`config.mk`:
```
export PLATFORM = sky130hd
export DESIGN_NAME = pwm_pair_timer
export DESIGN_NICKNAME = d
export VERILOG_FILES = /design/src/rtl/pwm_pair_pkg.sv /design/src/rtl/pwm_prescaler.sv /design/src/rtl/pwm_counter.sv /design/src/rtl/pwm_cmp_owner.sv /design/src/rtl/pwm_out_stage.sv /design/src/rtl/pwm_pair_timer.sv
export SDC_FILE = /design/constraint.sdc
export NUM_CORES = 1
export LEC_CHECK = 0
export ABC_AREA = 1
export BUFFER_PORTS_ARGS = -buffer_cell sky130_fd_sc_hd__buf_2
export CAP_MARGIN = 5
export CORE_MARGIN = 2
export CORE_UTILIZATION = 45
export CTS_CLUSTER_SIZE = 16
export DETAILED_ROUTE_END_ITERATION = 8
export SYNTH_ARGS = -nofsm -noshare
export SYNTH_HDL_FRONTEND = slang
export SYNTH_SLANG_ARGS = --single-unit
```
`constraint.sdc`:
```
create_clock -name clk -period 4.5 [get_ports clk]
set_input_delay 0.675 -clock clk [delete_from_list [all_inputs] [get_ports clk]]
set_output_delay 0.675 -clock clk [all_outputs]
set_load 0.005 [all_outputs]
```
`src/rtl/pwm_pair_pkg.sv`:
```
package pwm_pair_pkg;
  localparam int ADDR_W = 3;
  localparam int PSEL_W = 3;
  localparam int PRE_W  = (1 << PSEL_W) - 1;

  typedef enum logic [ADDR_W-1:0] {
    A_CTRL = 3'd0,
    A_MOD  = 3'd1,
    A_CMPA = 3'd2,
    A_CMPB = 3'd3,
    A_CFG  = 3'd4
  } reg_addr_e;

  typedef struct packed {
    logic       max_duty;
    logic       tov;
    logic [1:0] level;
    logic [1:0] mode;
  } chan_cfg_t;

  // A tick is due when the low S bits of the prescaler are all ones.
  function automatic logic tick_due(input logic [PRE_W-1:0] pre,
                                    input logic [PSEL_W-1:0] sel);
    logic [PRE_W-1:0] mask;
    mask = (PRE_W'(1) << sel) - PRE_W'(1);
    return (pre & mask) == mask;
  endfunction
endpackage

```
`src/rtl/pwm_prescaler.sv`:
```
module pwm_prescaler
  import pwm_pair_pkg::*;
(
  input  logic              clk,
  input  logic              rst_n,
  input  logic              run,
  input  logic              clr,
  input  logic [PSEL_W-1:0] sel,
  output logic              tick
);
  logic [PRE_W-1:0] pre_q;

  always_ff @(posedge clk or negedge rst_n) begin
    if (!rst_n)   pre_q <= '0;
    else if (clr) pre_q <= '0;
    else if (run) pre_q <= pre_q + PRE_W'(1);
  end

  assign tick = run && !clr && tick_due(pre_q, sel);
endmodule

```
`src/rtl/pwm_counter.sv`:
```
module pwm_counter #(
  parameter int CNT_W = 16
) (
  input  logic             clk,
  input  logic             rst_n,
  input  logic             clr,
  input  logic             tick,
  input  logic [CNT_W-1:0] modulo,
  output logic [CNT_W-1:0] cnt_q,
  output logic [CNT_W-1:0] nxt,
  output logic             wrap
);
  function automatic logic [CNT_W-1:0] next_count(input logic [CNT_W-1:0] c,
                                                  input logic [CNT_W-1:0] m);
    return (c == m) ? '0 : c + CNT_W'(1);
  endfunction

  assign nxt  = next_count(cnt_q, modulo);
  assign wrap = tick && (cnt_q == modulo);

  always_ff @(posedge clk or negedge rst_n) begin
    if (!rst_n)    cnt_q <= '0;
    else if (clr)  cnt_q <= '0;
    else if (tick) cnt_q <= nxt;
  end
endmodule

```
`src/rtl/pwm_cmp_owner.sv`:
```
module pwm_cmp_owner #(
  parameter int CNT_W = 16
) (
  input  logic             clk,
  input  logic             rst_n,
  input  logic             buffered,
  input  logic             wr_a,
  input  logic             wr_b,
  input  logic [CNT_W-1:0] wr_val,
  input  logic             wrap,
  output logic [CNT_W-1:0] cmp_active,
  output logic             sel_b_q
);
  logic [CNT_W-1:0] a_q, b_q;
  logic             pend_q;
  logic             wr_idle;

  assign wr_idle    = sel_b_q ? wr_a : wr_b;
  assign cmp_active = (buffered && sel_b_q) ? b_q : a_q;

  always_ff @(posedge clk or negedge rst_n) begin
    if (!rst_n) begin
      a_q <= '0; b_q <= '0; sel_b_q <= 1'b0; pend_q <= 1'b0;
    end else begin
      if (wr_a) a_q <= wr_val;
      if (wr_b) b_q <= wr_val;
      if (!buffered) begin
        sel_b_q <= 1'b0;
        pend_q  <= 1'b0;
      end else if (wrap && pend_q) begin
        sel_b_q <= ~sel_b_q;
        pend_q  <= sel_b_q ? wr_b : wr_a;
      end else if (wr_idle) begin
        pend_q <= 1'b1;
      end
    end
  end
endmodule

```
`src/rtl/pwm_out_stage.sv`:
```
module pwm_out_stage (
  input  logic clk,
  input  logic rst_n,
  input  logic en,
  input  logic pulse_high,
  input  logic tov,
  input  logic max_duty,
  input  logic wrap,
  input  logic cmp_hit,
  output logic act_q,
  output logic pwm_o
);
  logic force_full;
  assign force_full = tov && max_duty;

  always_ff @(posedge clk or negedge rst_n) begin
    if (!rst_n)                     act_q <= 1'b0;
    else if (!en)                   act_q <= 1'b0;
    else if (wrap && force_full)    act_q <= 1'b1;
    else if (cmp_hit && !force_full) act_q <= 1'b0;
    else if (wrap && tov)           act_q <= ~act_q;
  end

  assign pwm_o = en && (pulse_high ? act_q : ~act_q);
endmodule

```
`src/rtl/pwm_pair_timer.sv`:
```
module pwm_pair_timer
  import pwm_pair_pkg::*;
#(
  parameter int CNT_W = 16
) (
  input  logic              clk,
  input  logic              rst_n,
  input  logic              wr_en,
  input  logic [ADDR_W-1:0] wr_addr,
  input  logic [CNT_W-1:0]  wr_data,
  output logic              pwm_o
);
  localparam int CFG_W = $bits(chan_cfg_t);

  logic              halt_q;
  logic [PSEL_W-1:0] psel_q;
  logic [CNT_W-1:0]  mod_q;
  chan_cfg_t         cfg_q;

  logic ctrl_wr_w, cfg_wr_w, clr_w, wr_a_w, wr_b_w;
  logic tick_w, wrap_w, cmp_hit_w, en_w, buf_w, sel_b_q, act_q;
  logic [CNT_W-1:0] cnt_q, nxt_w, cmp_act_w;

  assign ctrl_wr_w = wr_en && (wr_addr == A_CTRL);
  assign cfg_wr_w  = wr_en && (wr_addr == A_CFG);
  assign wr_a_w    = wr_en && (wr_addr == A_CMPA);
  assign wr_b_w    = wr_en && (wr_addr == A_CMPB);
  assign clr_w     = ctrl_wr_w && wr_data[1];

  always_ff @(posedge clk or negedge rst_n) begin
    if (!rst_n) begin
      halt_q <= 1'b1;
      psel_q <= '0;
      mod_q  <= '1;
      cfg_q  <= '0;
    end else begin
      if (ctrl_wr_w) begin
        halt_q <= wr_data[0];
        psel_q <= wr_data[2 +: PSEL_W];
      end
      if (wr_en && (wr_addr == A_MOD)) mod_q <= wr_data;
      if (cfg_wr_w) cfg_q <= chan_cfg_t'(wr_data[CFG_W-1:0]);
    end
  end

  assign buf_w = cfg_q.mode[1];
  assign en_w  = cfg_q.level[1] && (cfg_q.mode != 2'b00);

  pwm_prescaler u_pre (
    .clk(clk), .rst_n(rst_n), .run(!halt_q), .clr(clr_w),
    .sel(psel_q), .tick(tick_w)
  );

  pwm_counter #(.CNT_W(CNT_W)) u_cnt (
    .clk(clk), .rst_n(rst_n), .clr(clr_w), .tick(tick_w), .modulo(mod_q),
    .cnt_q(cnt_q), .nxt(nxt_w), .wrap(wrap_w)
  );

  pwm_cmp_owner #(.CNT_W(CNT_W)) u_own (
    .clk(clk), .rst_n(rst_n), .buffered(buf_w), .wr_a(wr_a_w), .wr_b(wr_b_w),
    .wr_val(wr_data), .wrap(wrap_w), .cmp_active(cmp_act_w), .sel_b_q(sel_b_q)
  );

  assign cmp_hit_w = tick_w && (nxt_w == cmp_act_w);

  pwm_out_stage u_out (
    .clk(clk), .rst_n(rst_n), .en(en_w), .pulse_high(!cfg_q.level[0]),
    .tov(cfg_q.tov), .max_duty(cfg_q.max_duty), .wrap(wrap_w),
    .cmp_hit(cmp_hit_w), .act_q(act_q), .pwm_o(pwm_o)
  );
endmodule

```
==> impl_metrics.ini, run 1 <==
[yosys]
yosysWarnings = 0
synth_seq_cells = 84
syn_area_mm2 = 0.00455
synth_cells = 624
synth_xor_area_share_pct = 2.31
synth.distinct_cells = 31
synth_fa_ha_area_share_pct = 0.551
synth_area_per_cell_um2 = 7.28
yosys.area_share.simple_pct = 26.8
synth_area_leaders = dfrtp_1 37%, nand2_1 17%, dfstp_2 9.8%
synth_nets = 648
synth_compound_area_share_pct = 13.0
synth_top_family_by_area = simple AND/OR/NAND/NOR gates
ys_seq_area_share_pct = 46.7
synth_top_area_share_pct = 36.9
yosysTopAreaCell = dfrtp_1
synth.area.mux_share_pct = 0.468

[global_routing]
grt_pass1_vias = 3624
antenna_found_initial = 0
grt_max_degree = 52
track_usage_pct = 20.6
grt_overflow = 0
grt_pass1_wl_mm = 17.9

[detailed_routing]
met2_length_mm = 4.41
avgRoutedWirePerCell_um = 13.3
firstDrtPassIters = 4
ant_nets = 0
routed_via_density = 4.87
drt-initial-drc-count = 228
met1_length_mm = 5.48
dr.max_layer_used = met4
vias = 3801
drc_errors = 0
routed_wl_mm = 10.3
wl_met3_um = 299

[worst_setup_path]
cp.arrival_ns = 2.93
critPathCaptureType = flip-flop
crit_path_max_fanout = 31
cpMaxStageDelayCell = o21ai_0
cp-startpoint = buf_w
required_ns = 4.75
crit_path_start_kind = flip-flop
critPathMaxStageDelay_ns = 0.71
crit_family = simple AND/OR/NAND/NOR gates
path_cells = nand2_1 -> o21ai_0 -> inv_1 -> nand2_1 -> nand2_1 -> nor2_1 -> nand2_1 -> nor2_1 -> nand3_1 -> nand2_1 -> nand2_1 -> nand2_1 -> nand2_1
r2r_start = buf_w
critPathKind = flip-flop to flip-flop
critPathBufInv = 1
worst_path_most_repeated_cell = nand2_1

[die]
start_util_pct = 46.5
io_pins = 23
die_y_um = 105
num_rows = 36
die_area_mm2 = 0.0109
die_x_um = 105
core_area_mm2 = 0.00977

[clock_tree]
htreeDepth = 3
cts.sinks = 84
cts_buffer_depth = 2
cts_tree = done
cts_resized = 0
post_cts_buffers = 0
path_clk_slew_ns = 0.09
numCtsBuffers = 9
cts_root_buffer = clkbuf_8
insertion_delay_ns = 0.35
hold_buffers = 0

[finish]
final_cell_mix = 211 x nand2_1, 95 x inv_1, 83 x o21ai_0, 67 x dfrtp_1, 38 x nor2_1
area_growth_pct = 9.47
final_area_mm2 = 0.00498
drive_above_1_share_pct = 12.1
final_nets = 666
final_common_cell = nand2_1
diodes = 0

[timing]
max_freq_mhz = 374
hold_slack_ns = 0.339
grt_setup_unrepaired = false
worst_pin_slew_ns = 1.09
min_period_ns = 2.67
setup_tns_ns = 0
fin_crit_sh_pct = 59.4
slew_viol_final = 0
relSlewSlack_pct = 27.1
setup_viol = 0
skew_ns = 0.0137
hold_viol_final = 0

[placed_design]
place_hpwl_mm = 7.54
dpl_cell_area_mm2 = 0.00476
io_buffers = 22
gp_congestion = 0.871

[power]
p_leak_nw = 2.60
power_density_mw_per_mm2 = 508
total_power_mw = 2.53
ir_drop_uv = 204

[outcome]
status = completed

[worst_hold_path]
holdCritPathClass = primary input to asynchronous set/reset pin

[flow_run]
cap_violations = 0
## report_power, final
| part | switching [mW] | total, mW | internal, mW |
|---|---|---|---|
| logic | 0.500 | 0.803 | 0.303 |
| clock network | 0.277 | 0.590 | 0.313 |
| registers | 0.164 | 1.13 | 0.970 |
| total | 0.941 | 2.53 | 1.59 |
## metal layers
metal	track usage, %	vias up
met5	0	-
met4	6.76	0
met3	2.07	12
met2	30.8	56
met1	31.4	1749
li1	-	1984
## synth_stat cells
cell type / count
a21boi_0: 1
nor2_1: 38
nand3b_1: 3
dfrtp_1: 67
clkbuf_1: 14
or2_1: 1
nor2_2: 3
nand3_1: 20
o21ai_0: 83
o221ai_1: 1
inv_1: 95
xor2_1: 11
ha_1: 2
nor3_1: 4
nand2_2: 7
mux2i_1: 1
xnor2_1: 1
o22ai_1: 15
mux2_2: 1
dfstp_2: 17
buf_6: 3
nand2_4: 1
nor2_4: 2
nand3_2: 2
nand4_1: 3
a22oi_1: 1
nand2_1: 211
a21oi_1: 10
inv_2: 4
buf_1: 1
a21o_1: 1
## cell families (layout without fill, tap and decap cells)
family	Yosys count	in the layout
mux	2	2
fa+ha+maj	2	2
flops	84	84
simple gates	295	295
compound gates	112	112
buf+inv	117	140
xor+xnor	12	12
## cell type report
cell class / count / area [um^2]
multi-input cells: 423 / 1970
well taps: 133 / 166
clock inverters: 6 / 86.3
inverters: 99 / 372
repair buffers: 25 / 135
clock buffers: 10 / 128
flip-flops and latches: 84 / 2120
fillers: 1011 / 4800
## stage by stage
step	std cells	worst slack, ns	utilization [%]
floorplan	624	2.45	-
global route	780	1.64	50.9
detailed placement	764	1.70	48.7
finish	780	1.83	50.9
global placement	764	1.77	48.7
CTS	780	1.89	50.9
## registers in the layout (all words and copies together), names as in the netlist
signal         flops
u_own.a_q         16
psel_q             3
mod_q             16
buf_w              1
halt_q             1
u_pre.pre_q        7
u_own.pend_q       1
u_own.sel_b_q      1
cfg_q              5
u_cnt.cnt_q       16
u_out.act_q        1
u_own.b_q         16
## final timing paths
path                       slack [ns]  cells past startpoint             end
max                              1.83                     13     u_out.act_q
min                              0.34                      1    u_own.a_q[9]
max reg2reg                      1.83                     13     u_out.act_q
min reg2reg                      0.48                      1  u_pre.pre_q[6]
max in group asynchronous        3.24                      2          halt_q
min in group clk                 0.48                      1  u_pre.pre_q[6]
Note: power is estimated with default switching activity, not from simulation.
==> inputs of run 2 (changes only) <==
==> constraint.sdc (replaced) <==
create_clock -name clk -period 2.4 [get_ports clk]
set_input_delay 0.36 -clock clk [delete_from_list [all_inputs] [get_ports clk]]
set_output_delay 0.36 -clock clk [all_outputs]
set_load 0.005 [all_outputs]
==> impl_metrics.ini, run 2 (synthesized netlist as in run 1, its figures left out) <==
[detailed_routing]
firstDrtPassIters = 5
vias = 3868
routed_via_density = 4.91
drc_errors = 0
ant_nets = 0
avgRoutedWirePerCell_um = 13.5
routed_wl_mm = 10.6
drt-initial-drc-count = 196

[worst_setup_path]
cp.arrival_ns = 2.42
critPathKind = flip-flop to flip-flop
worst_path_most_repeated_cell = nand2_1
worst_r2r_endpoint = u_out.act_q
path_cells = inv_1 -> nand2_1 -> nand2_1 -> nor2_1 -> nand2_1 -> nor2_1 -> nand2_2 -> buf_12 -> nand3_1 -> nand2_1 -> nor2_1 -> nand2_1 -> nor2_1 -> nand3_1 -> nand2_1 -> nand2_1 -> nand2_1 -> nand2_1
r2r_setup_slack_ns = 0.22
critPathMaxStageDelay_ns = 0.55
required_ns = 2.65
r2r_start = mod_q[12]
critPathCaptureType = flip-flop
worstRegToRegCells = 18
crit_path_start_kind = flip-flop
crit_path_max_fanout = 32
cpMaxStageDelayCell = dfstp_2

[timing]
hold_viol_final = 0
min_period_ns = 2.18
setup_tns_ns = 0
worst_pin_slew_ns = 0.662
skew_ns = 0.00822
relSlewSlack_pct = 55.8
fin_crit_sh_pct = 90.7
grt_setup_unrepaired = false
slew_viol_final = 0
setup_viol = 0
max_freq_mhz = 460

[die]
die_x_um = 105
io_pins = 23
die_y_um = 105
die_area_mm2 = 0.0109
num_rows = 36
core_area_mm2 = 0.00977
start_util_pct = 46.5

[flow_run]
cap_violations = 0

[clock_tree]
cts_buffer_depth = 2
post_cts_buffers = 0
cts.sinks = 84
insertion_delay_ns = 0.36
htreeDepth = 3
numCtsBuffers = 9
cts_root_buffer = clkbuf_8
path_clk_slew_ns = 0.08
cts_tree = done

[power]
power_density_mw_per_mm2 = 912
p_leak_nw = 2.62
ir_drop_uv = 461

[finish]
final_nets = 674
drive_above_1_share_pct = 12.8
final_cell_mix = 211 x nand2_1, 95 x inv_1, 83 x o21ai_0, 66 x dfrtp_1, 38 x nor2_1
area_growth_pct = 10.2
final_cells = 787
final_common_cell = nand2_1
diodes = 0
final_area_mm2 = 0.00501

[worst_hold_path]
holdCritPathClass = primary input to asynchronous set/reset pin

[placed_design]
dp.cells = 772
place_hpwl_mm = 7.73
io_buffers = 22
gp_congestion = 0.876
dpl_cell_area_mm2 = 0.00485

[global_routing]
grt_pass1_wl_mm = 18.1
grt_max_degree = 52
grt_pass1_vias = 3643
antenna_found_initial = 0
grt_overflow = 0
track_usage_pct = 20.8

[outcome]
status = completed
==> run 2: layout make-up <==
type                            instances  area [um^2]
Multi-Input combinational cell        423         1970
Inverter                               99          372
Sequential cell                        84         2120
Fill cell                             989         4760
Timing Repair Buffer                   33          220
Clock buffer                           13          149
Tap cell                              133          166
Clock inverter                          2         13.8
==> run 2: repair_timing <==
action,CTS,global route
resized for setup,0,1
endpoints found under the setup margin,0,1
hold buffers,0,0
==> run 2: worst max path at each step <==
stage                        start           to  slack (ns)  cells after the start
floorplan           u_cnt.cnt_q[0]  u_out.act_q        0.52                     17
finish                   mod_q[12]  u_out.act_q        0.22                     18
global placement             wr_en  u_out.act_q        0.28                     18
global route             mod_q[13]  u_out.act_q       0.003                     18
CTS                      mod_q[12]  u_out.act_q        0.23                     18
detailed placement           wr_en  u_out.act_q        0.21                     18
==> run 2: report_power, final <==
group | total [mW] | leakage [nW] | switching, mW | internal, mW
combinational | 1.54 | 1.51 | 0.954 | 0.591
sequential | 2.13 | 1.03 | 0.312 | 1.82
clock | 0.894 | 0.0835 | 0.493 | 0.401
==> run 2: routing by layer <==
layer	GRT usage, %	share of wire, %
met2	30.5	43
met3	2.69	4.3
met4	7.05	1.6
met5	0	0
met1	31.7	52
==> run 2: per-stage QoR <==
stage / hold WS, ns / total power [mW] / setup slack (ns) / util (%)
floorplan: 0.0644 / 3.24 / 0.516 / -
global placement: 0.439 / 3.65 / 0.276 / 49.6
CTS: 0.0443 / 4.59 / 0.228 / 51.3
global route: 0.0783 / 4.97 / 0.00316 / 51.3
finish: 0.0300 / 4.57 / 0.224 / 51.3
detailed placement: 0.440 / 3.68 / 0.206 / 49.6
==> run 2: critical path: cells and delay by family (launching register included) <==
| family | cells | cell delay, ns |
|---|---|---|
| simple gates | 16 | 1.30 |
| flops | 1 | 0.55 |
| buf+inv | 2 | 0.21 |
